$ cat src/rtl/pcit_pkg.sv
`timescale 1ns/1ps
package pcit_pkg;

   typedef enum logic [2:0] {
      S_IDLE, S_DEC, S_CFG, S_WAIT, S_XFER, S_DISC, S_RETRY, S_TURN
   } pcit_state_e;

   localparam logic [3:0] C_IO_RD   = 4'b0010;
   localparam logic [3:0] C_IO_WR   = 4'b0011;
   localparam logic [3:0] C_MEM_RD  = 4'b0110;
   localparam logic [3:0] C_MEM_WR  = 4'b0111;
   localparam logic [3:0] C_CFG_RD  = 4'b1010;
   localparam logic [3:0] C_CFG_WR  = 4'b1011;
   localparam logic [3:0] C_MEM_RDM = 4'b1100;
   localparam logic [3:0] C_MEM_RDL = 4'b1110;
   localparam logic [3:0] C_MEM_WRI = 4'b1111;

   localparam logic [5:0] IDX_ID      = 6'd0;
   localparam logic [5:0] IDX_CMDSTAT = 6'd1;
   localparam logic [5:0] IDX_CLASS   = 6'd2;
   localparam logic [5:0] IDX_IOBAR   = 6'd4;
   localparam logic [5:0] IDX_MEMBAR  = 6'd5;

   // medium devsel timing (bits 10:9 = 01) and fast back-to-back capable (bit 7)
   localparam logic [15:0] STATUS_CONST = 16'h0280;

endpackage

$ cat src/rtl/pcit_cfg_hdr.sv
`timescale 1ns/1ps
module pcit_cfg_hdr
   import pcit_pkg::*;
#(
   parameter int          WIN_LOG2  = 5,
   parameter bit          HAS_MEM   = 1'b1,
   parameter logic [15:0] VEND_ID   = 16'h0001,
   parameter logic [15:0] DEV_ID    = 16'h0002,
   parameter logic [31:0] CLASS_REV = 32'h0200_0000
) (
   input  logic                clk,
   input  logic                rst_n,
   input  logic                wr,
   input  logic [5:0]          idx,
   input  logic [3:0]          ben,
   input  logic [31:0]         wdata,
   output logic [31:0]         rdata,
   output logic                io_en,
   output logic                mem_en,
   output logic [31:WIN_LOG2]  io_win,
   output logic [31:WIN_LOG2]  mem_win
);

   localparam int          LANES = 4;
   localparam logic [31:0] WMASK = ~((32'd1 << WIN_LOG2) - 32'd1);

   if (WIN_LOG2 < 2 || WIN_LOG2 > 16) begin : g_bad_win
      $error("pcit_cfg_hdr: WIN_LOG2 must lie in 2..16");
   end

   logic [31:0] io_raw;
   logic [31:0] mem_raw;
   logic [1:0]  cmd_q;

   for (genvar b = 0; b < LANES; b++) begin : g_lane
      logic [7:0] io_q;
      logic [7:0] mem_q;
      always_ff @(posedge clk or negedge rst_n) begin
         if (!rst_n) begin
            io_q  <= 8'h00;
            mem_q <= 8'h00;
         end else if (wr && ben[b]) begin
            if (idx == IDX_IOBAR)  io_q  <= wdata[8*b +: 8];
            if (idx == IDX_MEMBAR) mem_q <= wdata[8*b +: 8];
         end
      end
      assign io_raw[8*b +: 8]  = io_q;
      assign mem_raw[8*b +: 8] = mem_q;
   end

   always_ff @(posedge clk or negedge rst_n) begin
      if (!rst_n)                                  cmd_q <= 2'b00;
      else if (wr && ben[0] && idx == IDX_CMDSTAT) cmd_q <= wdata[1:0];
   end

   logic [31:0] mem_rd;
   if (HAS_MEM) begin : g_mem
      assign mem_en  = cmd_q[1];
      assign mem_win = mem_raw[31:WIN_LOG2];
      assign mem_rd  = mem_raw & WMASK;
   end else begin : g_no_mem
      assign mem_en  = 1'b0;
      assign mem_win = '0;
      assign mem_rd  = 32'h0;
   end

   assign io_en  = cmd_q[0];
   assign io_win = io_raw[31:WIN_LOG2];

   always_comb begin
      unique case (idx)
         IDX_ID:      rdata = {DEV_ID, VEND_ID};
         IDX_CMDSTAT: rdata = {STATUS_CONST, 14'h0, cmd_q};
         IDX_CLASS:   rdata = CLASS_REV;
         IDX_IOBAR:   rdata = (io_raw & WMASK) | 32'h1;
         IDX_MEMBAR:  rdata = mem_rd;
         default:     rdata = 32'h0;
      endcase
   end

   AST_STATUS_CONST: assert property (@(posedge clk) disable iff (!rst_n)
      (idx == IDX_CMDSTAT) |-> rdata[23]) else $error("status bit 7 lost");

endmodule

$ cat src/rtl/pcit_decode.sv
`timescale 1ns/1ps
module pcit_decode
   import pcit_pkg::*;
#(
   parameter int WIN_LOG2 = 5
) (
   input  logic [31:WIN_LOG2] addr_hi,
   input  logic [1:0]         addr_lo,
   input  logic [3:0]         cmd,
   input  logic               sel,
   input  logic               io_en,
   input  logic               mem_en,
   input  logic [31:WIN_LOG2] io_win,
   input  logic [31:WIN_LOG2] mem_win,
   output logic               hit_cfg,
   output logic               hit_io,
   output logic               hit_mem,
   output logic               is_wr
);

   logic io_cmd, mrd_cmd, mwr_cmd, cfg_cmd;

   always_comb begin
      io_cmd  = (cmd == C_IO_RD) || (cmd == C_IO_WR);
      // advanced read and write commands fold into the basic ones
      mrd_cmd = (cmd == C_MEM_RD) || (cmd == C_MEM_RDM) || (cmd == C_MEM_RDL);
      mwr_cmd = (cmd == C_MEM_WR) || (cmd == C_MEM_WRI);
      cfg_cmd = (cmd == C_CFG_RD) || (cmd == C_CFG_WR);
      hit_cfg = sel && cfg_cmd && (addr_lo == 2'b00);
      hit_io  = io_en && io_cmd && (addr_hi == io_win);
      hit_mem = mem_en && (mrd_cmd || mwr_cmd) && (addr_hi == mem_win);
      is_wr   = (cmd == C_IO_WR) || mwr_cmd || (cmd == C_CFG_WR);
   end

   AST_ONE_SPACE: assert final ($countones({hit_io, hit_mem}) <= 1) else $error("double hit");

endmodule

$ cat src/rtl/pcit_target.sv
`timescale 1ns/1ps
module pcit_target
   import pcit_pkg::*;
#(
   parameter int          WIN_LOG2  = 5,
   parameter bit          HAS_MEM   = 1'b1,
   parameter logic [15:0] VEND_ID   = 16'h0001,
   parameter logic [15:0] DEV_ID    = 16'h0002,
   parameter logic [31:0] CLASS_REV = 32'h0200_0000
) (
   input  logic                clk,
   input  logic                rst_n,
   input  logic [31:0]         ad_i,
   output logic [31:0]         ad_o,
   output logic                ad_oe,
   input  logic [3:0]          cbe_n,
   input  logic                frame_n,
   input  logic                irdy_n,
   input  logic                idsel,
   output logic                devsel_n,
   output logic                trdy_n,
   output logic                stop_n,
   output logic                ctl_oe,
   input  logic                eep_busy,
   output logic                be_req,
   output logic                be_wr,
   output logic                be_mem,
   output logic [WIN_LOG2-1:0] be_addr,
   output logic [3:0]          be_ben,
   output logic [31:0]         be_wdata,
   input  logic [31:0]         be_rdata,
   input  logic                be_ack
);

   if (WIN_LOG2 < 2 || WIN_LOG2 > 16) begin : g_bad_win
      $error("pcit_target: WIN_LOG2 must lie in 2..16");
   end

   pcit_state_e st;
   logic        frame_q, sel_q, cfg_q, mem_q, wr_q, stop_q;
   logic [31:0] addr_q, rd_q;
   logic [3:0]  cmd_q;
   logic        start_w, cfg_wr;
   logic        hit_cfg, hit_io, hit_mem, is_wr;
   logic        io_en, mem_en;
   logic [31:WIN_LOG2] io_win, mem_win;
   logic [31:0] cfg_rdata;

   // an address phase is a fresh low FRAME#, also straight after a foreign data phase
   assign start_w = (st == S_IDLE || st == S_TURN) && !frame_n && frame_q;
   assign cfg_wr  = (st == S_XFER) && !irdy_n && cfg_q && wr_q;

   pcit_cfg_hdr #(
      .WIN_LOG2(WIN_LOG2), .HAS_MEM(HAS_MEM),
      .VEND_ID(VEND_ID), .DEV_ID(DEV_ID), .CLASS_REV(CLASS_REV)
   ) hdr_i (
      .clk(clk), .rst_n(rst_n), .wr(cfg_wr), .idx(addr_q[7:2]),
      .ben(~cbe_n), .wdata(ad_i), .rdata(cfg_rdata),
      .io_en(io_en), .mem_en(mem_en), .io_win(io_win), .mem_win(mem_win)
   );

   pcit_decode #(.WIN_LOG2(WIN_LOG2)) dec_i (
      .addr_hi(addr_q[31:WIN_LOG2]), .addr_lo(addr_q[1:0]), .cmd(cmd_q), .sel(sel_q),
      .io_en(io_en), .mem_en(mem_en), .io_win(io_win), .mem_win(mem_win),
      .hit_cfg(hit_cfg), .hit_io(hit_io), .hit_mem(hit_mem), .is_wr(is_wr)
   );

   always_ff @(posedge clk or negedge rst_n) begin
      if (!rst_n) begin
         st      <= S_IDLE;
         frame_q <= 1'b1;
         addr_q  <= '0;
         cmd_q   <= '0;
         sel_q   <= 1'b0;
         cfg_q   <= 1'b0;
         mem_q   <= 1'b0;
         wr_q    <= 1'b0;
         stop_q  <= 1'b0;
         rd_q    <= '0;
      end else begin
         frame_q <= frame_n;
         unique case (st)
            S_IDLE, S_TURN: begin
               if (start_w) begin
                  st     <= S_DEC;
                  addr_q <= ad_i;
                  cmd_q  <= cbe_n;
                  sel_q  <= idsel;
               end else begin
                  st <= S_IDLE;
               end
            end
            S_DEC: begin
               cfg_q  <= hit_cfg;
               mem_q  <= hit_mem;
               wr_q   <= is_wr;
               stop_q <= 1'b0;
               if (hit_cfg)               st <= S_CFG;
               else if (hit_io || hit_mem) st <= S_WAIT;
               else                        st <= S_IDLE;
            end
            S_CFG: begin
               if (eep_busy) begin
                  st <= S_RETRY;
               end else begin
                  st     <= S_XFER;
                  rd_q   <= cfg_rdata;
                  stop_q <= !frame_n;
               end
            end
            S_WAIT: begin
               if (be_ack) begin
                  st     <= S_XFER;
                  rd_q   <= be_rdata;
                  stop_q <= !frame_n;
               end
            end
            S_XFER: begin
               if (!irdy_n) st <= frame_n ? S_TURN : S_DISC;
            end
            S_DISC, S_RETRY: begin
               if (frame_n) st <= S_TURN;
            end
            default: st <= S_IDLE;
         endcase
      end
   end

   always_comb begin
      devsel_n = !(st == S_CFG || st == S_WAIT || st == S_XFER || st == S_DISC || st == S_RETRY);
      trdy_n   = !(st == S_XFER);
      stop_n   = !((st == S_XFER && stop_q) || st == S_DISC || st == S_RETRY);
      ctl_oe   = !(st == S_IDLE || st == S_DEC);
      ad_oe    = (st == S_XFER) && !wr_q;
      ad_o     = rd_q;
      be_req   = (st == S_WAIT) && (!wr_q || !irdy_n);
      be_wr    = wr_q;
      be_mem   = mem_q;
      be_addr  = addr_q[WIN_LOG2-1:0];
      be_ben   = ~cbe_n;
      be_wdata = ad_i;
   end

   AST_DEVSEL_MEDIUM: assert property (@(posedge clk) disable iff (!rst_n)
      $fell(devsel_n) |-> $past(start_w, 2)) else $error("devsel timing");
   AST_CFG_TRDY_THIRD: assert property (@(posedge clk) disable iff (!rst_n)
      ($fell(trdy_n) && cfg_q) |-> $past(start_w, 3)) else $error("cfg trdy timing");
   AST_NO_SECOND_PHASE: assert property (@(posedge clk) disable iff (!rst_n)
      (!trdy_n && !irdy_n && !frame_n) |=> (trdy_n && !stop_n)) else $error("burst taken");
   AST_RETRY_NO_TRDY: assert property (@(posedge clk) disable iff (!rst_n)
      (st == S_CFG && eep_busy) |=> (trdy_n && !stop_n)) else $error("retry");
   AST_TRDY_AFTER_ACK: assert property (@(posedge clk) disable iff (!rst_n)
      ($fell(trdy_n) && !cfg_q) |-> $past(be_ack)) else $error("trdy without ack");
   AST_TURN_DRIVEN: assert property (@(posedge clk) disable iff (!rst_n)
      $rose(devsel_n) |-> (ctl_oe && trdy_n && stop_n)) else $error("turnaround");

endmodule

$ cat config.mk
export PLATFORM = sky130hd
export DESIGN_NAME = pcit_target
export DESIGN_NICKNAME = d
export VERILOG_FILES = /design/src/rtl/pcit_pkg.sv /design/src/rtl/pcit_cfg_hdr.sv /design/src/rtl/pcit_decode.sv /design/src/rtl/pcit_target.sv
export SDC_FILE = /design/constraint.sdc
export NUM_CORES = 1
export LEC_CHECK = 0
export BUFFER_PORTS_ARGS = -buffer_cell sky130_fd_sc_hd__buf_2
export CAP_MARGIN = 0
export CORE_MARGIN = 2
export CORE_UTILIZATION = 51
export CTS_BUF_LIST = sky130_fd_sc_hd__clkbuf_4
export DETAILED_ROUTE_END_ITERATION = 12
export HOLD_SLACK_MARGIN = 0.05
export PLACE_DENSITY = 0.79
export SETUP_SLACK_MARGIN = 0.15
export SYNTH_ARGS = -nofsm -noshare
export SYNTH_HDL_FRONTEND = slang
export SYNTH_SLANG_ARGS = --single-unit
$ cat constraint.sdc
create_clock -name clk -period 1.8 [get_ports clk]
set_input_delay 0.27 -clock clk [delete_from_list [all_inputs] [get_ports clk]]
set_output_delay 0.27 -clock clk [all_outputs]
set_load 0.05 [all_outputs]
# [Word level (Yosys, flattened, before mapping)]
# Index checks and enable logic that the tools add are counted.
[word_totals] reg_bits=143 latchBits=0 ram_bits=0 mem_bits_ro=0 out_inout_bits=81 mem_count=0
[classes] add_sub_neg=0 mul=0 div=0 n_lt_le_gt_ge=0 eq_ne=26 n_shift=0 muxes=16 bitwise=1 n_reduce_logical=63
[op_table] op="$pmux 32 s5" n=1
[op_table] op="$mux 32" n=2
[op_table] op="$pmux 32 s2" n=1
[op_table] op="$eq 27x27->1" n=2
[op_table] op="$eq 4x4->1 const B" n=5
[op_table] op="$logic_and 1x1->1" n=19
[op_table] op="$logic_or 1x1->1" n=18
[op_table] op="$pmux 3 s6" n=1
[op_table] op="$reduce_and 2->1" n=9
[op_table] op="$eq 3x3->1 const B" n=4
[op_table] op="$eq 6x3->1 const B" n=2
[op_table] op="$mux 3" n=3
[op_table] op="$reduce_and 3->1" n=3
[op_table] op="$eq 4x2->1 const B" n=2
[op_table] op="$eq 4x3->1 const B" n=2
[op_table] op="$mux 2" n=4
[op_table] op="$ne 2x2->1 const B" n=4
[op_table] op="$logic_not 1->1" n=7
[op_table] op="$eq 3x2->1 const B" n=2
[op_table] op="$eq 6x1->1 const B" n=1
[op_table] op="$eq 6x2->1 const B" n=1
[op_table] op="$logic_not 6->1" n=1
[op_table] op="$not 4->4" n=1
[op_table] op="$reduce_or 2->1" n=2
[op_table] op="other kinds (7)" n=9

# [Depth between registers and ports, before layout]
# Gate-level depths: netlist of run 1.
[logic_depth] depth_word=10 depth_mapped=8 depth_no_buf=5

# [Modules after synthesis]
# Synthesis of run 1 repeated with hierarchy kept, for this count alone.
[unflattened] cells_unflattened=582 hier_area_um2=6919.1
[modules_own_cells] module="pcit_target" n_inst=1 cells_per_inst=322 area_per_inst_um2=3682.3 seq_area_each_um2=1928.1
[modules_own_cells] module="pcit_cfg_hdr" n_inst=1 cells_per_inst=181 area_per_inst_um2=2593.7 seq_area_each_um2=1401.3
[modules_own_cells] module="pcit_decode" n_inst=1 cells_per_inst=79 area_per_inst_um2=643.1 seq_area_each_um2=0.0

# [Worst setup path after synthesis of run 1]
# OpenSTA, ideal clock, no wires.
[synth_timing] kind="register -> register" from="register st[0]" to="register hdr_i.g_lane[1].io_q[0]" setup_ps=125 arrival_time_ps=1910 required_ps=1675 setup_slack_ps=-235 path_stages_with_launch=7 synth_period_minus_slack_ps=2035 path_cell_list="dfrtp_1 -> buf_2 -> or3b_4 -> nor3_4 -> nand2_4 -> nor2_8 -> mux2_2"
[synth_via] elab_chain_len=6
[synth_lines] element="start, declared" line="pcit_target.sv:39" text="pcit_state_e st;"
[synth_lines] element="start signal, assigned" line="pcit_target.sv:119" text="if (!irdy_n) st <= frame_n ? S_TURN : S_DISC;"
[synth_lines] element="$eq 3x3->1" line="pcit_target.sv:51" text="assign cfg_wr = (st == S_XFER) && !irdy_n && cfg_q && wr_q;"
[synth_lines] element="$logic_and 1x1->1 (3 in series)" line="pcit_target.sv:51"
[synth_lines] element="$logic_and 1x1->1" line="pcit_cfg_hdr.sv:42" text="end else if (wr && ben[b]) begin"
[synth_lines] element="$reduce_and 2->1 (no source line)"
[synth_lines] element="end signal, assigned" line="pcit_cfg_hdr.sv:43" text="if (idx == IDX_IOBAR) io_q <= wdata[8*b +: 8];"
[synth_lines] element="end, declared" line="pcit_cfg_hdr.sv:36" text="logic [7:0] io_q;"
# No other way between the ends.
# A chain may end at the register's enable or synchronous reset.

# [Worst setup path after layout of run 1]
[layout_timing] from="register st[0]" to="register hdr_i.cmd_q[1]"
[layout_via] elab_chain_len=6
[layout_lines] element="$eq 3x3->1" line="pcit_target.sv:51"
[layout_lines] element="$logic_and 1x1->1 (3 in series)" line="pcit_target.sv:51"
[layout_lines] element="$logic_and 1x1->1 (2 in series)" line="pcit_cfg_hdr.sv:53" text="else if (wr && ben[0] && idx == IDX_CMDSTAT) cmd_q <= wdata[1:0];"
[layout_lines] element="end signal, assigned" line="pcit_cfg_hdr.sv:53"
[layout_lines] element="end, declared" line="pcit_cfg_hdr.sv:33" text="logic [1:0] cmd_q;"
# No other way between the ends.

==> impl_metrics.env, run 1 <==
export IMPL_outcome="complete, but fails checks"
export IMPL_violations="setup timing"
export IMPL_finalInstanceArea_sq_mm=0.0104
export IMPL_cpMaxStageDelayCell="dfrtp_1"
export IMPL_use_met3_pct=8.14
export IMPL_max_freq_mhz=461
export IMPL_synth_adder_area_share_pct=0
export IMPL_fp_coreArea_sq_mm=0.0131
export IMPL_drc_errors=0
export IMPL_clkTransAtPathRegs_ps=160
export IMPL_die_h_um=119
export IMPL_muxShareOfSynthArea_pct=15.2
export IMPL_syn_instance_count=590
export IMPL_final_common_cell="buf_2"
export IMPL_final_setup_viol_count=134
export IMPL_synthDistinctLibCells=45
export IMPL_die_area_sq_mm=0.0142
export IMPL_power_density_mw_per_mm2=1470
export IMPL_power_mw=15.3
export IMPL_clock_sinks=133
export IMPL_synth_top_family_by_area="multiplexers"
export IMPL_crit_type="flop to flop"
export IMPL_worst_pin_slew_ps=480
export IMPL_htreeDepth=4
export IMPL_slowest_delay_ps=470
export IMPL_grt_pass1_vias=6310
export IMPL_cpMostUsedCell="buf_6"
export IMPL_use_met1_pct=39.8
export IMPL_cts_tree="done"
export IMPL_rows=42
export IMPL_start_util_pct=51.6
export IMPL_synthFlopType="dfrtp_1"
export IMPL_synth_xor_area_share_pct=6.98
export IMPL_antenna_found_initial=0
export IMPL_gr_usage_met2_pct=52.3
export IMPL_wirelength_um=28100
export IMPL_slew_headroom_pct=67.5
export IMPL_layout_nets=937
export IMPL_num_fill_cells=638
export IMPL_end_kind="flop"
export IMPL_critPathBufInv=3
export IMPL_synth_area_sq_mm=0.00678
export IMPL_setup_slack_ps=-370
export IMPL_ant_nets=0
export IMPL_synthSimpleGateAreaFrac_pct=10.7
export IMPL_synth_edff_count=0
export IMPL_grt_overflow=0
export IMPL_slew_violations=0
export IMPL_crit_chain="or3b_4 > buf_6 > buf_4 > nor4_4 > buf_6 > nand2_2 > mux2_4"
export IMPL_synth_net_count=665
export IMPL_fin_crit_sh_pct=121
export IMPL_clock_latency_ps=610
export IMPL_finalHoldViolations=0
export IMPL_arrival_ps=2640
export IMPL_io_buffers=155
export IMPL_peakVddDrop_v=0.000594
export IMPL_vias=6743
export IMPL_syn_area_per_cell_sq_um=11.5
export IMPL_place_congestion=0.914
export IMPL_cts_root_buf="clkbuf_4"
export IMPL_ys_warn_count=0
export IMPL_worstPathMaxFanout=3
export IMPL_cp_required_ps=2270
export IMPL_via_per_inst=6.41
export IMPL_dp_cells=888
export IMPL_synth_compound_area_share_pct=11.4
export IMPL_rsz0062_at_grt="yes"
export IMPL_cts_max_path_buffers=2
export IMPL_drtIter0Drc=802
export IMPL_die_w_um=119
export IMPL_cp_start_kind="flop"
export IMPL_hold_ws_ps=91.9
export IMPL_layout_drive_gt1_share_pct=54.4
export IMPL_cap_violations=0
export IMPL_post_place_ws_ps=-141
export IMPL_cp_top_family="simple AND/OR/NAND/NOR gates"
export IMPL_cts_inserted_buffers=17
export IMPL_layout_common_cells="146 x buf_2, 129 x dfrtp_1, 83 x mux2_4"
export IMPL_top_usage_layer="met2"
export IMPL_ios=156
export IMPL_ys_seq_elements=133
export IMPL_wl_per_cell_um=26.7
export IMPL_grt_max_degree=59
export IMPL_clock_skew_ps=50.6
export IMPL_synth_async_reset_ratio_pct=100
export IMPL_area_growth_pct=53.4
export IMPL_dp_hpwl_um=13100
export IMPL_final_cells=1052
export IMPL_grt_first_pass_wirelength_um=35300
export IMPL_hold_path_class="primary input to async pin"
export IMPL_ys_seq_area_share_pct=49.1
export IMPL_track_usage_pct=32.8
export IMPL_first_pass_iters=6
export IMPL_leakage_nw=4.90
export IMPL_place_area_sq_mm=0.00784
export IMPL_finalCriticalPeriod_ps=2170
-- power breakdown --
group	switching [mW]	total, mW	leakage [nW]	internal, mW
clock network	1.17	1.77	0.127	0.603
registers	0.938	4.75	1.72	3.81
logic	5.13	8.74	3.05	3.60
total	7.24	15.3	4.90	8.02
-- metrics by stage --
step / setup TNS (ps) / util (%)
final: -37380 / 79.2
after global routing: -36480 / 79.1
after CTS: -20930 / 73.2
after detailed placement: -6770 / 59.7
after global placement: -5120 / 59.7
after floorplan: -10910 / -
-- path summary, 6_finish.rpt --
kind	startpoint	to	slack [ps]	cells past startpoint
min in group clk	cbe_n[2]	cmd_q[2]	110	3
hold reg to reg	be_mem	be_mem	540	2
max in group asynchronous	rst_n	hdr_i.g_lane[3].io_q[6]	1000	3
setup reg to reg	st[0]	hdr_i.cmd_q[1]	-370	7
setup / recovery	st[0]	hdr_i.cmd_q[1]	-370	7
hold / removal	rst_n	ad_o[14]	90	2
-- worst register-to-register path: stages, from the launching register on --
cell	delay, ps
dfrtp_1	470
or3b_4	430
buf_6	150
buf_4	150
nor4_4	290
buf_6	180
nand2_2	70
mux2_4	320
-- registers in the layout, summed over array words and instances (netlist names), 2 cells and up --
name	cells
addr_q	32
hdr_i.g_lane.io_q	27
cmd_q	4
hdr_i.cmd_q	2
ad_o	32
st	3
hdr_i.g_lane.mem_q	27
-- kinds of logic (layout without fill, tap and decap cells) --
family                    Yosys count  after routing
DFF                               133            133
AOI/OAI and AO/OA                 117            117
and+or+nand+nor                   117            117
muxes                              92             92
buffers and inverters              77            362
xor gates and xnor gates           54             54
other                               0              1
-- cell usage after synthesis, types with 2 or more instances --
cell type | count | area (sq um)
dfrtp_1 | 132 | 3300
mux2_2 | 86 | 968
xnor2_1 | 54 | 473
buf_4 | 38 | 285
a21oi_1 | 36 | 180
nor2_1 | 34 | 128
a22oi_1 | 26 | 195
a22o_1 | 25 | 219
nand2_1 | 25 | 93.8
clkbuf_1 | 18 | 67.6
o21ai_0 | 18 | 90.1
nand4_1 | 13 | 81.3
inv_1 | 11 | 41.3
buf_2 | 8 | 40.0
nand3_1 | 7 | 35.0
nor2_8 | 6 | 120
nor3b_1 | 5 | 37.5
mux2_1 | 4 | 45.0
nor4_1 | 4 | 25.0
o211ai_1 | 4 | 30.0
a31oi_1 | 3 | 18.8
nor2b_1 | 3 | 18.8
nor3_1 | 3 | 15.0
and3_1 | 2 | 12.5
mux2i_1 | 2 | 20.0
nand2_4 | 2 | 22.5
nand2b_1 | 2 | 12.5
o31ai_1 | 2 | 15.0
-- layout make-up --
class / count / area [sq um] / area share, %
Multi-Input combinational cell: 380 / 3870 / 37.2
Sequential cell: 133 / 3330 / 32.1
Timing Repair Buffer: 319 / 2720 / 26.2
Clock buffer: 23 / 173 / 1.66
Clock inverter: 9 / 37.5 / 0.361
Tap cell: 176 / 220 / 2.12
Inverter: 11 / 41.3 / 0.397
Antenna cell: 1 / 2.50 / 0.0241
-- metal layers --
metal  wire, um  vias up
met1       9820     3259
met2      13100      624
met3       2930      234
met4       2260        0
met5          0        -
li1           -     2626
-- timing repair --
item	in CTS	in global routing
pin swaps	30	79
hold endpoints to repair	254	2
gates resized for setup	118	116
endpoints found under the setup margin	129	139
cloned	9	3
hold buffers	66	2
setup buffers	23	28
No activity file was read; power rests on OpenSTA's default activity.
==> run 2: changes to the inputs <==
- MAX_ROUTING_LAYER: not set -> met4
==> run 2 against run 1 <==
The flow still finishes with violations (setup timing). Combinational power grew 2.6%. Power grew 2.5%. Non-clock buffer count shrank 11. Critical path type unchanged.
==> impl_metrics.env, run 2 (synthesis results as in run 1) <==
export IMPL_max_freq_mhz=334
export IMPL_slew_headroom_pct=53.7
export IMPL_rows=42
export IMPL_violations="setup timing"
export IMPL_cts_root_buf="clkbuf_4"
export IMPL_first_pass_iters=7
export IMPL_grt_pass1_vias=6315
export IMPL_die_area_sq_mm=0.0142
export IMPL_grt_first_pass_wirelength_um=37000
export IMPL_place_congestion=0.934
export IMPL_finalHoldViolations=0
export IMPL_cp_start_kind="flop"
export IMPL_clock_skew_ps=35.5
export IMPL_antenna_found_initial=3
export IMPL_area_growth_pct=53.3
export IMPL_start_util_pct=51.6
export IMPL_layout_nets=926
export IMPL_cp_top_family="simple AND/OR/NAND/NOR gates"
export IMPL_drtIter0Drc=1051
export IMPL_grt_overflow=0
export IMPL_p_clk_share_pct=11.9
export IMPL_final_common_cell="buf_2"
export IMPL_hold_path_class="primary input to flop"
export IMPL_wirelength_um=30700
export IMPL_worstPathMaxFanout=8
export IMPL_crit_type="flop to flop"
export IMPL_clock_sinks=133
export IMPL_cts_inserted_buffers=17
export IMPL_num_fill_cells=636
export IMPL_ant_nets=0
export IMPL_via_per_inst=6.60
export IMPL_die_h_um=119
export IMPL_dp_hpwl_um=13400
export IMPL_cap_violations=0
export IMPL_intPower_mw=8.11
export IMPL_power_density_mw_per_mm2=1510
export IMPL_htreeDepth=4
export IMPL_power_switching_mw=7.54
export IMPL_drc_errors=0
export IMPL_rsz0062_at_grt="yes"
export IMPL_wl_per_cell_um=29.5
export IMPL_io_buffers=155
export IMPL_worst_pin_slew_ps=694
export IMPL_hold_ws_ps=78.5
export IMPL_cts_max_path_buffers=2
export IMPL_layout_common_cells="144 x buf_2, 129 x dfrtp_1, 83 x mux2_4"
export IMPL_grt_max_degree=40
export IMPL_fp_coreArea_sq_mm=0.0131
export IMPL_post_place_ws_ps=-187
export IMPL_cpMaxStageDelayCell="nor3b_4"
export IMPL_fin_util_pct=79.1
export IMPL_clock_latency_ps=590
export IMPL_ios=156
export IMPL_final_setup_viol_count=135
export IMPL_end_kind="flop"
export IMPL_die_w_um=119
export IMPL_vias=6875
export IMPL_track_usage_pct=35.6
export IMPL_peakVddDrop_v=0.000675
export IMPL_outcome="complete, but fails checks"
export IMPL_arrival_ps=3440
export IMPL_crit_chain="nor4b_4 > nor3b_4 > nand2_4 > nor2_8 > mux2_4"
export IMPL_p_comb_share_pct=57.3
export IMPL_leakage_nw=4.84
export IMPL_setup_slack_ps=-1200
export IMPL_finalCriticalPeriod_ps=3000
export IMPL_layout_drive_gt1_share_pct=53.7
export IMPL_cts_tree="done"
export IMPL_p_sw_share_pct=48.2
export IMPL_clkTransAtPathRegs_ps=140
export IMPL_fin_crit_sh_pct=166
export IMPL_cp_required_ps=2250
export IMPL_critPathBufInv=0
export IMPL_slowest_delay_ps=710
export IMPL_seqPwrFrac_pct=30.7
export IMPL_slew_violations=0
run 2: cell count changes in the layout (fill, tap and decap cells not counted), moves of 3 or more:
cell,delta
buf_8,+6
a21oi_1,+3
a22oi_2,-7
nor2_2,+6
nand3_1,-3
nor2_1,-6
a22oi_1,+7
buf_4,-11
nand2_4,-3
run 2: layer usage:
metal	vias up	routed length [um]	share of wire (%)	global-route usage, %
met3	264	3610	12	9.77
met2	679	13800	45	54.7
met5	-	0	0	-
met4	0	2850	9.3	18.4
li1	2598	-	-	-
met1	3334	10500	34	43.1
run 2: what timing repair did:
action | 4_1_cts | 5_1_grt
endpoints found under the setup margin | 130 | 139
buffers inserted | 25 | 15
gates resized for setup | 155 | 93
endpoints found under the hold margin | 170 | 0
pin swaps | 74 | 46
cloned | 9 | 2
hold buffers | 66 | 0
run 2: worst min-delay path, delay by kind of cell:
| family | cells | cell delay, ps |
|---|---|---|
| AO/OA/AOI/OAI | 2 | 230 |
| buffers and inverters | 1 | 110 |
run 2: worst paths after layout:
path,startpoint,endpoint,slack [ps],depth (start not counted)
worst max-delay path,addr_q[5],hdr_i.g_lane[1].io_q[4],-1200,5
worst min-delay path,be_rdata[27],ad_o[27],80,3
worst max register to register,addr_q[5],hdr_i.g_lane[1].io_q[4],-1200,5
worst min register to register,ad_o[8],ad_o[8],550,2
max in group asynchronous,rst_n,addr_q[2],960,3
min in group asynchronous,rst_n,ad_o[6],190,2
run 2: stage by stage:
step | setup TNS, ps | instances | cell area (sq um) | total power [mW]
after floorplan | -10910 | 590 | 6940 | 8.97
after global placement | -4720 | 891 | 7880 | 10.4
after detailed placement | -7250 | 891 | 7880 | 10.6
after CTS | -17370 | 1022 | 9800 | 13.6
after global routing | -88870 | 1042 | 10400 | 16.0
final | -87390 | 1042 | 10400 | 15.6
run 2: layout make-up:
type | instances | area [sq um] | share of cell area, %
repair buffers | 308 | 2680 | 25.8
clock inverters | 9 | 62.6 | 0.602
multi-input cells | 380 | 3880 | 37.3
flip-flops and latches | 133 | 3330 | 32.1
well taps | 176 | 220 | 2.12
diodes | 3 | 7.51 | 0.0722
inverters | 11 | 41.3 | 0.397
clock buffers | 22 | 165 | 1.59
run 2: power by group through the flow:
| stage | logic (mW) | clock network (mW) | registers (mW) |
|---|---|---|---|
| 2_1_floorplan | 3.26 | 0 | 5.70 |
| 3_3_place_gp | 5.92 | 0 | 4.50 |
| 3_5_place_dp | 6.03 | 0 | 4.56 |
| 4_1_cts | 7.30 | 1.77 | 4.54 |
| 5_1_grt | 9.13 | 1.97 | 4.85 |
| 6_report | 8.97 | 1.87 | 4.81 |
